===== config.mk =====
export PLATFORM = sky130hd
export DESIGN_NAME = pfd_lock_ctrl
export DESIGN_NICKNAME = d
export VERILOG_FILES = /design/src/rtl/pfd_pkg.sv /design/src/rtl/pfd_fall_det.sv /design/src/rtl/pfd_phase_core.sv /design/src/rtl/pfd_pump_decode.sv /design/src/rtl/pfd_lock_mon.sv /design/src/rtl/pfd_lock_ctrl.sv
export SDC_FILE = /design/constraint.sdc
export NUM_CORES = 1
export LEC_CHECK = 0
export ABC_AREA = 1
export BUFFER_PORTS_ARGS = -buffer_cell sky130_fd_sc_hd__buf_4
export CAP_MARGIN = 20
export CORE_AREA = 2 2 39 41
export CTS_CLUSTER_DIAMETER = 80
export DETAILED_ROUTE_END_ITERATION = 12
export DIE_AREA = 0 0 41 43
export PLACE_DENSITY = 0.7
export SLEW_MARGIN = 20
export SYNTH_ARGS = -nofsm -noshare
export SYNTH_HDL_FRONTEND = slang
export SYNTH_SLANG_ARGS = --single-unit

===== constraint.sdc =====
create_clock -name clk -period 3 [get_ports clk]
set_input_delay 0.15 -clock clk [delete_from_list [all_inputs] [get_ports clk]]
set_output_delay 0.15 -clock clk [all_outputs]
set_load 0.02 [all_outputs]

===== src/rtl/pfd_pkg.sv =====
// Package: shared constants and types of the phase detector block.
// Assumes: nothing beyond IEEE 1800-2017.
package pfd_pkg;
    // Test code that forces the pump into high-impedance.
    localparam logic [2:0] TEST_FORCE_HIZ = 3'b010;

    // Pump current select code (0 lowest .. 3 highest).
    typedef logic [1:0] pump_isel_t;

    // Channel indices inside the edge-detector vector.
    localparam int CH_DIV = 0;
    localparam int CH_REF = 1;
    localparam int N_CH   = 2;
endpackage


===== src/rtl/pfd_fall_det.sv =====
// Module: per-channel falling-edge detector.
// Purpose: flags, for each input bit, a high-to-low transition between the
// last sampled value and the present value.
// Assumes: inputs are synchronous to clk. The history resets low, so an input
// must be seen high before a fall can be reported.
module pfd_fall_det #(
    parameter int WIDTH = 2
) (
    input  logic             clk,
    input  logic             rst_n,
    input  logic [WIDTH-1:0] sig_in,
    output logic [WIDTH-1:0] fall_out
);
    logic [WIDTH-1:0] hist_q;

    for (genvar ch = 0; ch < WIDTH; ch++) begin : g_ch
        // Purpose: keep last cycle's value of this channel.
        always_ff @(posedge clk) begin
            if (!rst_n) hist_q[ch] <= 1'b0;
            else        hist_q[ch] <= sig_in[ch];
        end

        // Purpose: a fall is old-high with new-low.
        always_comb fall_out[ch] = hist_q[ch] & ~sig_in[ch];
    end
endmodule


===== src/rtl/pfd_phase_core.sv =====
// Module: phase/frequency comparison core.
// Purpose: sets the UP enable on a divided-clock fall and the DOWN enable on a
// reference fall. When both enables are high they are cleared together one
// cycle later. Coincident falls with no pulse in progress set neither.
// Assumes: edge strobes last one cycle. Falls that arrive during the clearing
// cycle are dropped, which needs input periods well above two cycles.
module pfd_phase_core (
    input  logic clk,
    input  logic rst_n,
    input  logic fall_div,
    input  logic fall_ref,
    output logic up_q,
    output logic dn_q
);
    logic both_on;
    logic twin_fall;

    // Purpose: spot the overlap state and idle-time coincident edges.
    always_comb begin
        both_on   = up_q & dn_q;
        twin_fall = fall_div & fall_ref & ~up_q & ~dn_q;
    end

    // Purpose: enable state update with the shared clearing path.
    always_ff @(posedge clk) begin
        if (!rst_n) begin
            up_q <= 1'b0;
            dn_q <= 1'b0;
        end else if (both_on) begin
            up_q <= 1'b0;
            dn_q <= 1'b0;
        end else if (!twin_fall) begin
            up_q <= up_q | fall_div;
            dn_q <= dn_q | fall_ref;
        end
    end

    // a lone divided-clock fall from idle starts an UP pulse.
    assert_up_on_lead_R2: assert property (@(posedge clk) disable iff (!rst_n)
        (fall_div && !fall_ref && !up_q && !dn_q) |=> (up_q && !dn_q));

    // a lone reference fall from idle starts a DOWN pulse.
    assert_dn_on_lead_R3: assert property (@(posedge clk) disable iff (!rst_n)
        (fall_ref && !fall_div && !up_q && !dn_q) |=> (dn_q && !up_q));

    // coincident falls from idle leave both enables off.
    assert_coincide_idle_R4: assert property (@(posedge clk) disable iff (!rst_n)
        (fall_div && fall_ref && !up_q && !dn_q) |=> (!up_q && !dn_q));

    // the overlap state lasts exactly one cycle.
    assert_overlap_release_R5: assert property (@(posedge clk) disable iff (!rst_n)
        (up_q && dn_q) |=> (!up_q && !dn_q));
endmodule


===== src/rtl/pfd_pump_decode.sv =====
// Module: pump output decode.
// Purpose: turns the core enables into net pump drive, the high-impedance
// indication and the current select code. The forced-idle test code wins
// over any phase result.
// Assumes: enables come straight from registers; the decode is combinational.
module pfd_pump_decode
    import pfd_pkg::*;
(
    input  logic       up_q,
    input  logic       dn_q,
    input  logic       cp_sel,
    input  logic [2:0] test_code,
    output logic       pump_up,
    output logic       pump_dn,
    output logic       pump_hiz,
    output pump_isel_t pump_isel
);
    logic force_idle;

    // Purpose: net drive direction and the idle indication.
    always_comb begin
        force_idle = (test_code == TEST_FORCE_HIZ);
        pump_up    = up_q & ~dn_q & ~force_idle;
        pump_dn    = dn_q & ~up_q & ~force_idle;
        pump_hiz   = ~(pump_up | pump_dn);
    end

    // Purpose: current code from the control bits.
    always_comb pump_isel = {cp_sel, test_code[0]};
endmodule


===== src/rtl/pfd_lock_mon.sv =====
// Module: lock monitor.
// Purpose: measures each net pump pulse in clock cycles. A pulse longer than
// WIDE_LIMIT cycles clears the lock flag and the clean-period count at once.
// The flag is set when GOOD_PERIODS reference periods in a row end clean.
// Assumes: one reference fall strobe per reference period.
module pfd_lock_mon #(
    parameter int WIDE_LIMIT   = 1,
    parameter int GOOD_PERIODS = 8
) (
    input  logic clk,
    input  logic rst_n,
    input  logic up_q,
    input  logic dn_q,
    input  logic fall_ref,
    output logic lock_flag
);
    localparam int WCNT_W = (WIDE_LIMIT < 2) ? 1 : $clog2(WIDE_LIMIT + 1);
    localparam int GCNT_W = $clog2(GOOD_PERIODS + 1);
    localparam logic [WCNT_W-1:0] WIDE_AT   = WCNT_W'(WIDE_LIMIT);
    localparam logic [GCNT_W-1:0] GOOD_LAST = GCNT_W'(GOOD_PERIODS - 1);
    localparam logic [GCNT_W-1:0] GOOD_TOP  = GCNT_W'(GOOD_PERIODS);

    logic              net_on;
    logic              wide_evt;
    logic              period_clean;
    logic [WCNT_W-1:0] wcnt_q;
    logic [GCNT_W-1:0] gcnt_q;
    logic              bad_seen_q;
    logic              lock_q;

    // Purpose: net pulse, over-width event and clean period end.
    always_comb begin
        net_on       = up_q ^ dn_q;
        wide_evt     = net_on && (wcnt_q == WIDE_AT);
        period_clean = fall_ref && !bad_seen_q && !wide_evt;
    end

    // Purpose: saturating width counter of the running net pulse.
    always_ff @(posedge clk) begin
        if (!rst_n || !net_on)     wcnt_q <= '0;
        else if (wcnt_q < WIDE_AT) wcnt_q <= wcnt_q + 1'b1;
    end

    // Purpose: remember a wide pulse until the reference period closes.
    always_ff @(posedge clk) begin
        if (!rst_n)        bad_seen_q <= 1'b0;
        else if (fall_ref) bad_seen_q <= 1'b0;
        else if (wide_evt) bad_seen_q <= 1'b1;
    end

    // Purpose: consecutive clean reference period count.
    always_ff @(posedge clk) begin
        if (!rst_n || wide_evt) gcnt_q <= '0;
        else if (fall_ref) begin
            if (!period_clean)          gcnt_q <= '0;
            else if (gcnt_q < GOOD_TOP) gcnt_q <= gcnt_q + 1'b1;
        end
    end

    // Purpose: lock flag state.
    always_ff @(posedge clk) begin
        if (!rst_n || wide_evt)                      lock_q <= 1'b0;
        else if (period_clean && gcnt_q >= GOOD_LAST) lock_q <= 1'b1;
    end

    always_comb lock_flag = lock_q;

    // an over-width pulse leaves the flag low on the next cycle.
    assert_wide_drops_lock_R8: assert property (@(posedge clk) disable iff (!rst_n)
        wide_evt |=> !lock_q);

    // lock is only gained on the cycle after a reference fall.
    assert_lock_on_ref_R9: assert property (@(posedge clk) disable iff (!rst_n)
        $rose(lock_q) |-> $past(fall_ref));

    // an over-width pulse restarts the clean count.
    assert_wide_restarts_R10: assert property (@(posedge clk) disable iff (!rst_n)
        wide_evt |=> (gcnt_q == '0));
endmodule


===== src/rtl/pfd_lock_ctrl.sv =====
// Module: top of the phase detector with pump control and lock detection.
// Purpose: detects falling edges of both clocks, runs the comparison core,
// decodes the pump controls and judges lock from pulse width.
// Assumes: fdiv_in and fref_in are synchronous to clk (the crystal clock).
module pfd_lock_ctrl
    import pfd_pkg::*;
#(
    parameter int WIDE_LIMIT   = 1,
    parameter int GOOD_PERIODS = 8
) (
    input  logic       clk,
    input  logic       rst_n,
    input  logic       fdiv_in,
    input  logic       fref_in,
    input  logic       cp_sel,
    input  logic [2:0] test_code,
    output logic       pump_up,
    output logic       pump_dn,
    output logic       pump_hiz,
    output logic [1:0] pump_isel,
    output logic       lock_flag
);
    logic [N_CH-1:0] raw_in;
    logic [N_CH-1:0] fall_vec;
    logic            up_q;
    logic            dn_q;

    // Purpose: gather both clocks into the detector vector.
    always_comb begin
        raw_in[CH_DIV] = fdiv_in;
        raw_in[CH_REF] = fref_in;
    end

    pfd_fall_det #(.WIDTH(N_CH)) u_fall (
        .clk      (clk),
        .rst_n    (rst_n),
        .sig_in   (raw_in),
        .fall_out (fall_vec)
    );

    pfd_phase_core u_core (
        .clk      (clk),
        .rst_n    (rst_n),
        .fall_div (fall_vec[CH_DIV]),
        .fall_ref (fall_vec[CH_REF]),
        .up_q     (up_q),
        .dn_q     (dn_q)
    );

    pfd_pump_decode u_dec (
        .up_q      (up_q),
        .dn_q      (dn_q),
        .cp_sel    (cp_sel),
        .test_code (test_code),
        .pump_up   (pump_up),
        .pump_dn   (pump_dn),
        .pump_hiz  (pump_hiz),
        .pump_isel (pump_isel)
    );

    pfd_lock_mon #(
        .WIDE_LIMIT   (WIDE_LIMIT),
        .GOOD_PERIODS (GOOD_PERIODS)
    ) u_lock (
        .clk       (clk),
        .rst_n     (rst_n),
        .up_q      (up_q),
        .dn_q      (dn_q),
        .fall_ref  (fall_vec[CH_REF]),
        .lock_flag (lock_flag)
    );

    // the cycle after a reset edge shows an idle pump and no lock.
    assert_reset_idle_R1: assert property (@(posedge clk)
        !rst_n |=> (!pump_up && !pump_dn && pump_hiz && !lock_flag));
endmodule


==> results.cfg <==
[run_status]
run_status = finished clean

[drt]
post_drt_via_cell_ratio = 4.54
drcViolationCount = 0
finalWirelength_um = 954
highest-signal-layer = met4
drt-initial-drc-count = 10
wl_met2_um = 471
detailedRoute.firstPassIterationCount = 4
detail-route-antenna-nets = 0
detail_route.wl_per_cell_um = 8.67
met1_length_um = 409
num_vias = 499
detailroute.wirelength.met3_um = 55

[worst_hold_path]
number_of_cells_traversed_by_the_worst_hold_path = 3
hp-class = in2reg
min-delay-start = fdiv_in
hold_path_end = u_fall.hist_q[0]

[critical_path]
critPathArrivalTime_ns = 1.25
start_kind = register
reg2reg_to = u_lock.gcnt_q[0]
timing.setup.critical_path_class = reg2out
critPathCaptureType = output port
worst-r2r-setup-slack_ns = 1.66
critical_r2r_launch = u_core.dn_q
rr_worst_depth = 10
critPathRequiredTime_ns = 2.85
critical_path.max_fanout = 5

[cts]
clk-insertion-delay-late_ns = 0.26
postCtsSetupRepairBufs = 0
cts.sinks = 11
cts_buffers = 3
post_cts_resized = 0
cts_buffer_depth = 2
cts-root-buf = sky130_fd_sc_hd__clkbuf_4
tritoncts = yes
htree_levels = 1
number_of_buffers_added_to_fix_hold_violations_after_cts = 0
post_cts_clock_slew_at_the_launch_and_capture_registers_of_the_worst_setup_and_hold_paths_ns = 0.06

[grt]
initial_antenna_violation_count = 0
grt_remaining_overflow = 0
grt_pass1_vias = 420
grt_usage_pct = 12.5
grt_first_pass_wirelength_um = 1550
grt_start_max_net_pins = 9

[logic_synthesis]
ys_seq_area_share_pct = 38.0
synth.top_cells.by_area = sky130_fd_sc_hd__dfxtp_1 (38%), sky130_fd_sc_hd__nand2_1 (9.7%), sky130_fd_sc_hd__inv_1 (9.1%), sky130_fd_sc_hd__ha_1 (8.6%), sky130_fd_sc_hd__nor2_1 (6.5%)
yosys.cell_types.count = 20
yosys-top-cells-count = sky130_fd_sc_hd__nand2_1 (15), sky130_fd_sc_hd__inv_1 (14), sky130_fd_sc_hd__dfxtp_1 (11)
synthCells = 81
dominantRegCellSynth = sky130_fd_sc_hd__dfxtp_1
synth_top_cell_by_area = sky130_fd_sc_hd__dfxtp_1
synth.most_common_cell = sky130_fd_sc_hd__nand2_1
number_of_flops_mapped_to_enable_cells_by_yosys = 0
postSynthNetCount = 93
avgSynthCellArea_um2 = 7.15
flops_latches_synth = 11
yosys.area.top_type_share_pct = 38.0
syn_area_um2 = 579
ys_async_sr_fraction_pct = 0
synth_warnings = 0

[timing]
relSlewSlack_pct = 88.9
clock.fmax_ghz = 0.716
final-hold-violation-count = 0
rsz0062_at_grt = no
post-route-worst-setup-slack_ns = 1.60
setup_total_neg_slack_ns = 0
max_slew.worst_pin.slew_ns = 0.167
fin_crit_sh_pct = 46.5
report.final.slew_viol_count = 0
skew_ns = 0.00246
finalCriticalPeriod_ns = 1.40
timing.final.setup_violations = 0

[die]
chipWidth_um = 41
dieArea_um2 = 1760
placementRows = 14
core_area_um2 = 1380
floorplan.initialDensity_pct = 41.9
io_pins = 14
dieHeight_um = 43

[finish]
area_added_between_synthesis_and_finish_pct = 19.7
insertedDiodeCount = 0
nNetsFinal = 107
post_route_cells_drive_above_1_share_pct = 28.7
fill_cell_instance_count_of_the_final_layout = 147

[power]
power_switching_uw = 73.8
pwr-share-comb_pct = 13.9
p_leak_nw = 0.367
vdd_ir_drop_max_v = 0.000243
p_int_uw = 220
cellPowerDensity_nw_per_um2 = 425
pwr-share-clk_pct = 33.5
switching_share_pct = 25.1
sequentialPowerShare_pct = 52.5

[flow_run]
drv.max_cap_violation_count = 0

[placement]
port_buffers = 11
dp_hpwl_um = 791
gp_congestion = 0.816
minimum_setup_slack_after_placement_ns = 1.66
## cell families after synthesis
family | after synthesis | share of synthesized area, %
compound gates | 6 | 5.83
buf+inv | 21 | 15.5
flops | 11 | 38.0
simple gates | 39 | 32.0
fa+ha+maj | 4 | 8.64
## worst max path at each step
stage,from,end,slack [ns],depth (start not counted)
floorplan,u_core.dn_q,pump_hiz,1.74,3
global placement,u_core.dn_q,u_lock.gcnt_q[0],1.70,10
detailed placement,u_core.dn_q,u_lock.gcnt_q[0],1.66,10
CTS,u_core.dn_q,pump_hiz,1.59,4
global route,u_core.dn_q,pump_hiz,1.53,4
finish,u_core.dn_q,pump_hiz,1.60,4
## worst max-delay path: stages, from the launching register on
cell	delay, ns
sky130_fd_sc_hd__dfxtp_1	0.40
sky130_fd_sc_hd__inv_1	0.06
sky130_fd_sc_hd__ha_1	0.20
sky130_fd_sc_hd__o21ai_0	0.16
sky130_fd_sc_hd__buf_4	0.16
## power by group through the flow
stage	sequential, mW	clock, mW	combinational (mW)
floorplan	0.157	0	0.0289
detailed placement	0.158	0	0.0416
global placement	0.158	0	0.0409
CTS	0.154	0.103	0.0418
finish	0.155	0.0987	0.0410
global route	0.155	0.107	0.0464
## placed cells by master (no fill, tap or decap)
cell,Yosys,final
sky130_fd_sc_hd__a21oi_1,3,3
sky130_fd_sc_hd__a21oi_2,1,1
sky130_fd_sc_hd__buf_4,2,11
sky130_fd_sc_hd__clkbuf_1,0,1
sky130_fd_sc_hd__clkbuf_4,0,3
sky130_fd_sc_hd__clkinv_2,1,1
sky130_fd_sc_hd__dfxtp_1,11,11
sky130_fd_sc_hd__ha_1,4,4
sky130_fd_sc_hd__inv_1,14,14
sky130_fd_sc_hd__inv_2,3,3
sky130_fd_sc_hd__inv_4,1,1
sky130_fd_sc_hd__nand2_1,15,15
sky130_fd_sc_hd__nand2_2,3,3
sky130_fd_sc_hd__nand2_4,1,1
sky130_fd_sc_hd__nand3_1,5,5
sky130_fd_sc_hd__nand3_2,1,1
sky130_fd_sc_hd__nor2_1,10,10
sky130_fd_sc_hd__nor2_2,2,2
sky130_fd_sc_hd__nor3_1,1,1
sky130_fd_sc_hd__o21ai_0,1,1
sky130_fd_sc_hd__o21ai_1,1,1
sky130_fd_sc_hd__or3b_1,1,1
## layer usage
layer	vias up	track usage (%)
met3	2	1.57
met2	14	20.9
li1	268	-
met4	0	6.00
met1	215	14.7
met5	-	0
## layout make-up
class                   count  area (um^2)  share of cell area, %
clock buffers               4         26.3                   3.79
inverters                  19         75.1                   10.8
multi-input cells          49          269                   38.8
flip-flops and latches     11          220                   31.8
well taps                  16         20.0                   2.89
repair buffers             11         82.6                   11.9
## through the flow
step / power [mW] / hold WS (ns) / cells / cell area [um^2] / utilization [%]
after floorplan: 0.186 / 0.243 / 81 / 579 / -
after global placement: 0.198 / 0.300 / 106 / 667 / 48.2
after detailed placement: 0.199 / 0.300 / 106 / 667 / 48.2
after CTS: 0.299 / 0.0724 / 110 / 693 / 50.1
after global routing: 0.308 / 0.101 / 110 / 693 / 50.1
final: 0.294 / 0.0774 / 110 / 693 / 50.1
## state kept, by name, summed over array words and instances (netlist names)
name and flops:
u_lock.gcnt_q 4, u_lock.bad_seen_q 1, u_lock.lock_flag 1, u_fall.hist_q 2, u_core.up_q 1, u_lock.wcnt_q 1
u_core.dn_q 1
Note: power is estimated with default switching activity, not from simulation.
